`config.mk`:
```
export PLATFORM = sky130hd
export DESIGN_NAME = e1_cas_inserter
export DESIGN_NICKNAME = d
export VERILOG_FILES = /design/src/rtl/e1sig_pkg.sv /design/src/rtl/e1sig_ctrl.sv /design/src/rtl/e1sig_dpath.sv /design/src/rtl/e1_cas_inserter.sv
export SDC_FILE = /design/constraint.sdc
export NUM_CORES = 1
export LEC_CHECK = 0
export ABC_AREA = 1
export BUFFER_PORTS_ARGS = -buffer_cell sky130_fd_sc_hd__buf_2
export CORE_MARGIN = 10
export CORE_UTILIZATION = 41
export DETAILED_ROUTE_END_ITERATION = 16
export HOLD_SLACK_MARGIN = 0.03
export SETUP_SLACK_MARGIN = 0.15
export SLEW_MARGIN = 20
export SYNTH_ARGS = -nofsm -noshare
export SYNTH_HDL_FRONTEND = slang
export SYNTH_SLANG_ARGS = --single-unit
```
`constraint.sdc`:
```
create_clock -name clk -period 3.8 [get_ports clk]
set_input_delay 0.19 -clock clk [delete_from_list [all_inputs] [get_ports clk]]
set_output_delay 0.19 -clock clk [all_outputs]
set_load 0.02 [all_outputs]
```
`src/rtl/e1sig_pkg.sv`:
```
package e1sig_pkg;
  localparam int SLOTS    = 32;
  localparam int FRAMES   = 16;
  localparam int SIG_SLOT = 16;
  localparam int BYTE_W   = 8;
  localparam int SLOT_W   = $clog2(SLOTS);
  localparam int FRAME_W  = $clog2(FRAMES);
  localparam int BIT_W    = $clog2(BYTE_W);
  localparam int POS_W    = SLOT_W + BIT_W;
  localparam int ADDR_W   = 5;
  localparam int DATA_W   = SLOTS;

  localparam logic [ADDR_W-1:0] ADDR_CTL   = ADDR_W'(FRAMES);
  localparam logic [ADDR_W-1:0] ADDR_SWEN  = ADDR_W'(FRAMES + 1);
  localparam logic [ADDR_W-1:0] ADDR_HWSEL = ADDR_W'(FRAMES + 2);
  localparam logic [ADDR_W-1:0] ADDR_STAT  = ADDR_W'(FRAMES + 3);

  // strobes from control to datapath, valid for the bit currently on pcmIn
  typedef struct packed {
    logic               mfStart;
    logic               inSig;
    logic [FRAME_W-1:0] frame;
    logic [BIT_W-1:0]   bitIdx;
    logic               wrSig;
    logic               wrCtl;
    logic               wrSwEn;
    logic               wrHwSel;
  } strobe_t;
endpackage

```
`src/rtl/e1sig_ctrl.sv`:
```
module e1sig_ctrl
  import e1sig_pkg::*;
(
  input  logic              clk,
  input  logic              rstN,
  input  logic              frameSync,
  input  logic              mfSync,
  input  logic              wrEn,
  input  logic [ADDR_W-1:0] wrAddr,
  input  logic              clrBit,
  output strobe_t           st,
  output logic              mfFlag
);
  logic [POS_W-1:0]   posReg, curPos;
  logic [FRAME_W-1:0] frameReg, curFrame;
  logic               clrHit;

  always_comb begin
    curPos = frameSync ? '0 : posReg + 1'b1;
    if (frameSync)          curFrame = mfSync ? '0 : frameReg + 1'b1;
    else if (curPos == '0)  curFrame = frameReg + 1'b1;
    else                    curFrame = frameReg;
  end

  always_ff @(posedge clk or negedge rstN) begin
    if (!rstN) begin
      posReg   <= '0;
      frameReg <= '0;
    end else begin
      posReg   <= curPos;
      frameReg <= curFrame;
    end
  end

  always_comb begin
    st.mfStart = (curPos == '0) && (curFrame == '0);
    st.inSig   = curPos[POS_W-1:BIT_W] == SLOT_W'(SIG_SLOT);
    st.frame   = curFrame;
    st.bitIdx  = BIT_W'(BYTE_W - 1) - curPos[BIT_W-1:0];
    st.wrSig   = wrEn && (wrAddr < ADDR_W'(FRAMES));
    st.wrCtl   = wrEn && (wrAddr == ADDR_CTL);
    st.wrSwEn  = wrEn && (wrAddr == ADDR_SWEN);
    st.wrHwSel = wrEn && (wrAddr == ADDR_HWSEL);
  end

  assign clrHit = wrEn && (wrAddr == ADDR_STAT) && clrBit;

  // set has priority over a clearing write in the same cycle
  always_ff @(posedge clk or negedge rstN) begin
    if (!rstN)           mfFlag <= 1'b0;
    else if (st.mfStart) mfFlag <= 1'b1;
    else if (clrHit)     mfFlag <= 1'b0;
  end

  assert_flag_set_R8: assert property (@(posedge clk) disable iff (!rstN)
    st.mfStart |=> mfFlag);
  assert_flag_hold_R9: assert property (@(posedge clk) disable iff (!rstN)
    (mfFlag && !clrHit) |=> mfFlag);
  assert_flag_clear_R9: assert property (@(posedge clk) disable iff (!rstN)
    (clrHit && !st.mfStart) |=> !mfFlag);
endmodule

```
`src/rtl/e1sig_dpath.sv`:
```
module e1sig_dpath
  import e1sig_pkg::*;
(
  input  logic               clk,
  input  logic               rstN,
  input  strobe_t            st,
  input  logic [FRAME_W-1:0] regIdx,
  input  logic [DATA_W-1:0]  wrData,
  input  logic               pcmIn,
  input  logic               sigIn,
  output logic               pcmOut
);
  logic [FRAMES-1:0][BYTE_W-1:0] sigReg, sigBuf;
  logic                          enReg;
  logic [SLOTS-1:0]              swEn, hwSel;
  logic [1:0]                    laneHw, laneSw;
  logic [BYTE_W-1:0]             curByte;
  logic                          upperHalf, nextBit;

  always_ff @(posedge clk or negedge rstN) begin
    if (!rstN) begin
      sigReg <= '0;
      enReg  <= 1'b0;
      swEn   <= '0;
      hwSel  <= '0;
    end else begin
      if (st.wrSig)   sigReg[regIdx] <= wrData[BYTE_W-1:0];
      if (st.wrCtl)   enReg <= wrData[0];
      if (st.wrSwEn)  swEn  <= wrData;
      if (st.wrHwSel) hwSel <= wrData;
    end
  end

  always_ff @(posedge clk or negedge rstN) begin
    if (!rstN)           sigBuf <= '0;
    else if (st.mfStart) sigBuf <= sigReg;
  end

  // lane 1 = upper nibble (slot n), lane 0 = lower nibble (slot n+16)
  for (genvar h = 0; h < 2; h++) begin : g_lane
    localparam logic [SLOT_W-1:0] OFFS = (h == 1) ? '0 : SLOT_W'(SIG_SLOT);
    logic [SLOT_W-1:0] laneTs;
    assign laneTs    = SLOT_W'(st.frame) + OFFS;
    assign laneHw[h] = hwSel[laneTs];
    assign laneSw[h] = swEn[laneTs];
  end

  always_comb begin
    upperHalf = st.bitIdx >= BIT_W'(BYTE_W / 2);
    curByte   = sigBuf[st.frame];
    nextBit   = pcmIn;
    if (enReg && st.inSig) begin
      if (st.frame == '0)
        nextBit = upperHalf ? 1'b0 : curByte[st.bitIdx];
      else if (laneHw[upperHalf])
        nextBit = sigIn;
      else if (laneSw[upperHalf])
        nextBit = curByte[st.bitIdx];
    end
  end

  always_ff @(posedge clk or negedge rstN) begin
    if (!rstN) pcmOut <= 1'b0;
    else       pcmOut <= nextBit;
  end

  assert_passthru_R1: assert property (@(posedge clk) disable iff (!rstN)
    !st.inSig |=> pcmOut == $past(pcmIn));
  assert_gate_R2: assert property (@(posedge clk) disable iff (!rstN)
    !enReg |=> pcmOut == $past(pcmIn));
  assert_mfas_R3: assert property (@(posedge clk) disable iff (!rstN)
    (enReg && st.inSig && st.frame == '0 && st.bitIdx[BIT_W-1]) |=> !pcmOut);
  assert_hw_prio_R6: assert property (@(posedge clk) disable iff (!rstN)
    (enReg && st.inSig && st.frame != '0 &&
     (st.bitIdx[BIT_W-1] ? hwSel[st.frame] : hwSel[SLOT_W'(st.frame) + SLOT_W'(SIG_SLOT)]))
    |=> pcmOut == $past(sigIn));
  assert_capture_R7: assert property (@(posedge clk) disable iff (!rstN)
    st.mfStart |=> sigBuf == $past(sigReg));
  assert_buf_hold_R7: assert property (@(posedge clk) disable iff (!rstN)
    !st.mfStart |=> $stable(sigBuf));
endmodule

```
`src/rtl/e1_cas_inserter.sv`:
```
module e1_cas_inserter
  import e1sig_pkg::*;
(
  input  logic              clk,
  input  logic              rstN,
  input  logic              wrEn,
  input  logic [ADDR_W-1:0] wrAddr,
  input  logic [DATA_W-1:0] wrData,
  input  logic              pcmIn,
  input  logic              sigIn,
  input  logic              frameSync,
  input  logic              mfSync,
  output logic              pcmOut,
  output logic              mfFlag
);
  strobe_t st;

  e1sig_ctrl u_ctrl (
    .clk      (clk),
    .rstN     (rstN),
    .frameSync(frameSync),
    .mfSync   (mfSync),
    .wrEn     (wrEn),
    .wrAddr   (wrAddr),
    .clrBit   (wrData[0]),
    .st       (st),
    .mfFlag   (mfFlag)
  );

  e1sig_dpath u_dpath (
    .clk   (clk),
    .rstN  (rstN),
    .st    (st),
    .regIdx(wrAddr[FRAME_W-1:0]),
    .wrData(wrData),
    .pcmIn (pcmIn),
    .sigIn (sigIn),
    .pcmOut(pcmOut)
  );
endmodule

```
==> impl_metrics.csv <==
group,metric,value,unit
critical_path,r2r-end,"u_dpath.sigBuf[100]",
drt,wirelength,37.3,mm
power,p_leak,0.00868,uW
timing,min_period_over_period,90.7,%
power,power_density,714,nW/um2
placement,portBuffers,45,
grt,grt_overflow,0,
critical_path,worst-r2r-cell-count,14,
cells_and_area,layout_common_cells,"nand2_1, dfrtp_1, o21ai_0, nand3_1, mux2_4",
flow_run,maxCapViolCount,0,
timing,hold_violations,0,
critical_path,crit_required,4.20,ns
logic_synthesis,synth_seq_cells,335,
power,vdd_drop_max,0.374,mV
drt,route.detailed.drc,0,
critical_path,path_class,"register to register",
critical_path,crit_fanout,33,
timing,slew_headroom,34.1,%
cts,numCtsBuffers,37,
logic_synthesis,syn-num-nets,1596,
placement,dp_hpwl,23.3,mm
timing,fmax,290,MHz
timing,finalClockSkew,0.0205,ns
placement,gp_congestion,0.825,
drt,wl_per_cell,17.9,um
cells_and_area,syn_to_final_growth,14.0,%
logic_synthesis,synth_top_flop_cell,"dfrtp_1",
logic_synthesis,ys_seq_area_share,55.9,%
cts,root_buffer,"clkbuf_16",
timing,tns,0,ns
critical_path,timing.rr.start,"u_ctrl.posReg[0]",
timing,slew_viol_final,0,
logic_synthesis,avgSynthCellArea,9.67,um2
cts,clock_latency,0.53,ns
min_path,holdCritPathClass,"input port to register",
cells_and_area,final_common_cell,"nand2_1",
logic_synthesis,synth_edf_count,0,
critical_path,crit_chain,"ha_1, or2_1, nand3_2, nand3_1, nor2_2, nand2_4, inv_2, nand2_1, nand3_1, nand2_2, nor4_4, nand2_8, buf_4, mux2_4",
grt,grt_first_pass_wirelength,60.4,mm
drt,dr.pass1.iters,7,
timing,worstMarginPinSlew,0.987,ns
cts,cts_tree,"done",
logic_synthesis,synth_top_area_share,55.9,%
logic_synthesis,yosys-top-cells-area,"dfrtp_1, nand2_1, mux2_4",
outcome,status,"completed",
drt,ant_nets,0,
die,core-area,35800,um2
cells_and_area,nets,1642,
drt,vias,10747,
die,die_x,211,um
die,dieArea,44600,um2
critical_path,r2r_slack,0.35,ns
cells_and_area,drive_gt1_share,16.9,%
die,start_util,41.8,%
cells_and_area,fillers,3342,
logic_synthesis,yosysTopAreaCell,"dfrtp_1",
critical_path,slowest_delay,0.45,ns
cts,clk_transition_reported_paths,0.06,ns
die,ioPinCount,46,
critical_path,critPathSlowestCell,"nor4_4",
critical_path,startpoint,"u_ctrl.posReg[0]",
cts,cts_setup_buffers,0,
grt,grt_max_degree,96,
die,fp.dieH,211,um
grt,grt_pass1_vias,10774,
grt,track_usage,16.9,%
logic_synthesis,synthDistinctLibCells,33,
drt,vias_per_cell,5.17,
critical_path,cp_common_cell,"nand3_1",
critical_path,critPathCaptureType,"register",
cts,htreeDepth,2,
critical_path,crit_arrival,3.84,ns
critical_path,critical_path.top_delay_family,"simple AND/OR/NAND/NOR gates",
power,total_power,12200,uW
critical_path,critPathLaunchType,"register",
timing,min_period,3.45,ns
critical_path,critPathBufInv,2,
drt,first_iter_violations,826,
cts,clock_sinks,335,
timing,setup_viol,0,
critical_path,crit_end,"u_dpath.sigBuf[100]",
die,fp-row-count,69,
logic_synthesis,netlist_area,15000,um2
cts,cts_buffer_depth,3,
logic_synthesis,syn-instance-count,1550,
logic_synthesis,yosysWarningCount,0,
logic_synthesis,async_flop_share,100,%
grt,grt_antenna_before_repair,1,
critical_path,path_depth,14,
min_path,min_path_cells,4,
timing,rsz0062_at_grt,"false",
-- layout make-up --
class / count / area [um2] / area share [%]
clock buffers: 48 / 1030 / 6.01
inverters: 75 / 284 / 1.66
repair buffers: 96 / 790 / 4.62
multi-input cells: 1051 / 5890 / 34.5
clock inverters: 13 / 141 / 0.827
flip-flops and latches: 335 / 8380 / 49.0
well taps: 461 / 577 / 3.37
diodes: 1 / 2.50 / 0.0146
-- worst reg2reg max path, delay by kind of cell (launching register included) --
family / cells / cell delay [ns]
multiplexers: 1 / 0.31
flip-flops: 1 / 0.41
adder cells (fa/ha/maj): 1 / 0.22
AND/OR/NAND/NOR: 10 / 1.88
buffers and inverters: 2 / 0.49
-- state kept, by name, summed over array words and instances, names as in the netlist --
register         count
u_dpath.sigReg     128
u_dpath.swEn        32
u_ctrl.frameReg      4
u_ctrl.mfFlag        1
u_ctrl.posReg        8
u_dpath.hwSel       32
u_dpath.pcmOut       1
u_dpath.sigBuf     128
u_dpath.enReg        1
-- cell usage after synthesis, types with 2 or more instances --
library cell and count:
nand2_1 498, dfrtp_1 335, o21ai_0 216, nand3_1 111, mux2_4 100, inv_1 69, clkbuf_1 46, nor2_1 42
buf_2 25, mux2_2 19, o211ai_1 16, buf_6 13, a21oi_1 11, or2_2 8, buf_4 5, inv_2 5
nand2_2 5, nor2_2 4, nor3_1 4, o21bai_1 3, ha_1 2, o21ai_1 2
-- repair_timing --
action | CTS | global route
resized for setup | 0 | 4
endpoints found under the setup margin | 0 | 1
hold endpoints to repair | 141 | 0
hold buffers | 27 | 0
-- logic make-up after synthesis --
kind of cell | Yosys count | share of synthesized area (%)
xor gates and xnor gates | 2 | 0.117
muxes | 119 | 11.4
AOI/OAI and AO/OA | 249 | 8.64
DFF | 335 | 55.9
adders and majority gates | 2 | 0.167
and+or+nand+nor | 679 | 18.6
buffers and inverters | 164 | 5.09
-- how the worst min path moves through the flow --
| stage | end | startpoint | slack, ns |
|---|---|---|---|
| after detailed placement | u_dpath.sigReg[100] | rstN | 0.27 |
| after CTS | u_ctrl.mfFlag | wrEn | 0.1 |
| final | u_ctrl.mfFlag | wrEn | 0.09 |
| after global placement | u_dpath.sigReg[100] | rstN | 0.26 |
| after global routing | u_ctrl.mfFlag | wrAddr[4] | 0.13 |
| after floorplan | u_ctrl.frameReg[0] | rstN | -0.11 |
-- stage by stage --
stage          utilization (%)  setup slack, ns  instance area [um2]  cells  hold WS, ns
2_1_floorplan                -             1.10                15000   1550       -0.106
3_3_place_gp              43.6            0.375                15600   1991        0.263
3_5_place_dp              43.6            0.314                15600   1991        0.270
4_1_cts                   47.7            0.299                17100   2079       0.0953
5_1_grt                   47.7            0.144                17100   2079        0.130
6_report                  47.7            0.353                17100   2080       0.0944
-- power breakdown --
part	switching, uW	leakage [uW]	internal, uW
logic	1930	0.00375	1660
registers	565	0.00435	4580
clock network	1430	0.000583	2040
-- metal layers --
metal,GRT usage (%),vias to the layer above,wire [um]
met3,2.52,52,1360
li1,-,5162,-
met2,27.7,183,17700
met1,23.0,5350,17600
met4,4.20,0,631
met5,0,-,0
No activity file was read; power rests on OpenSTA's default activity.
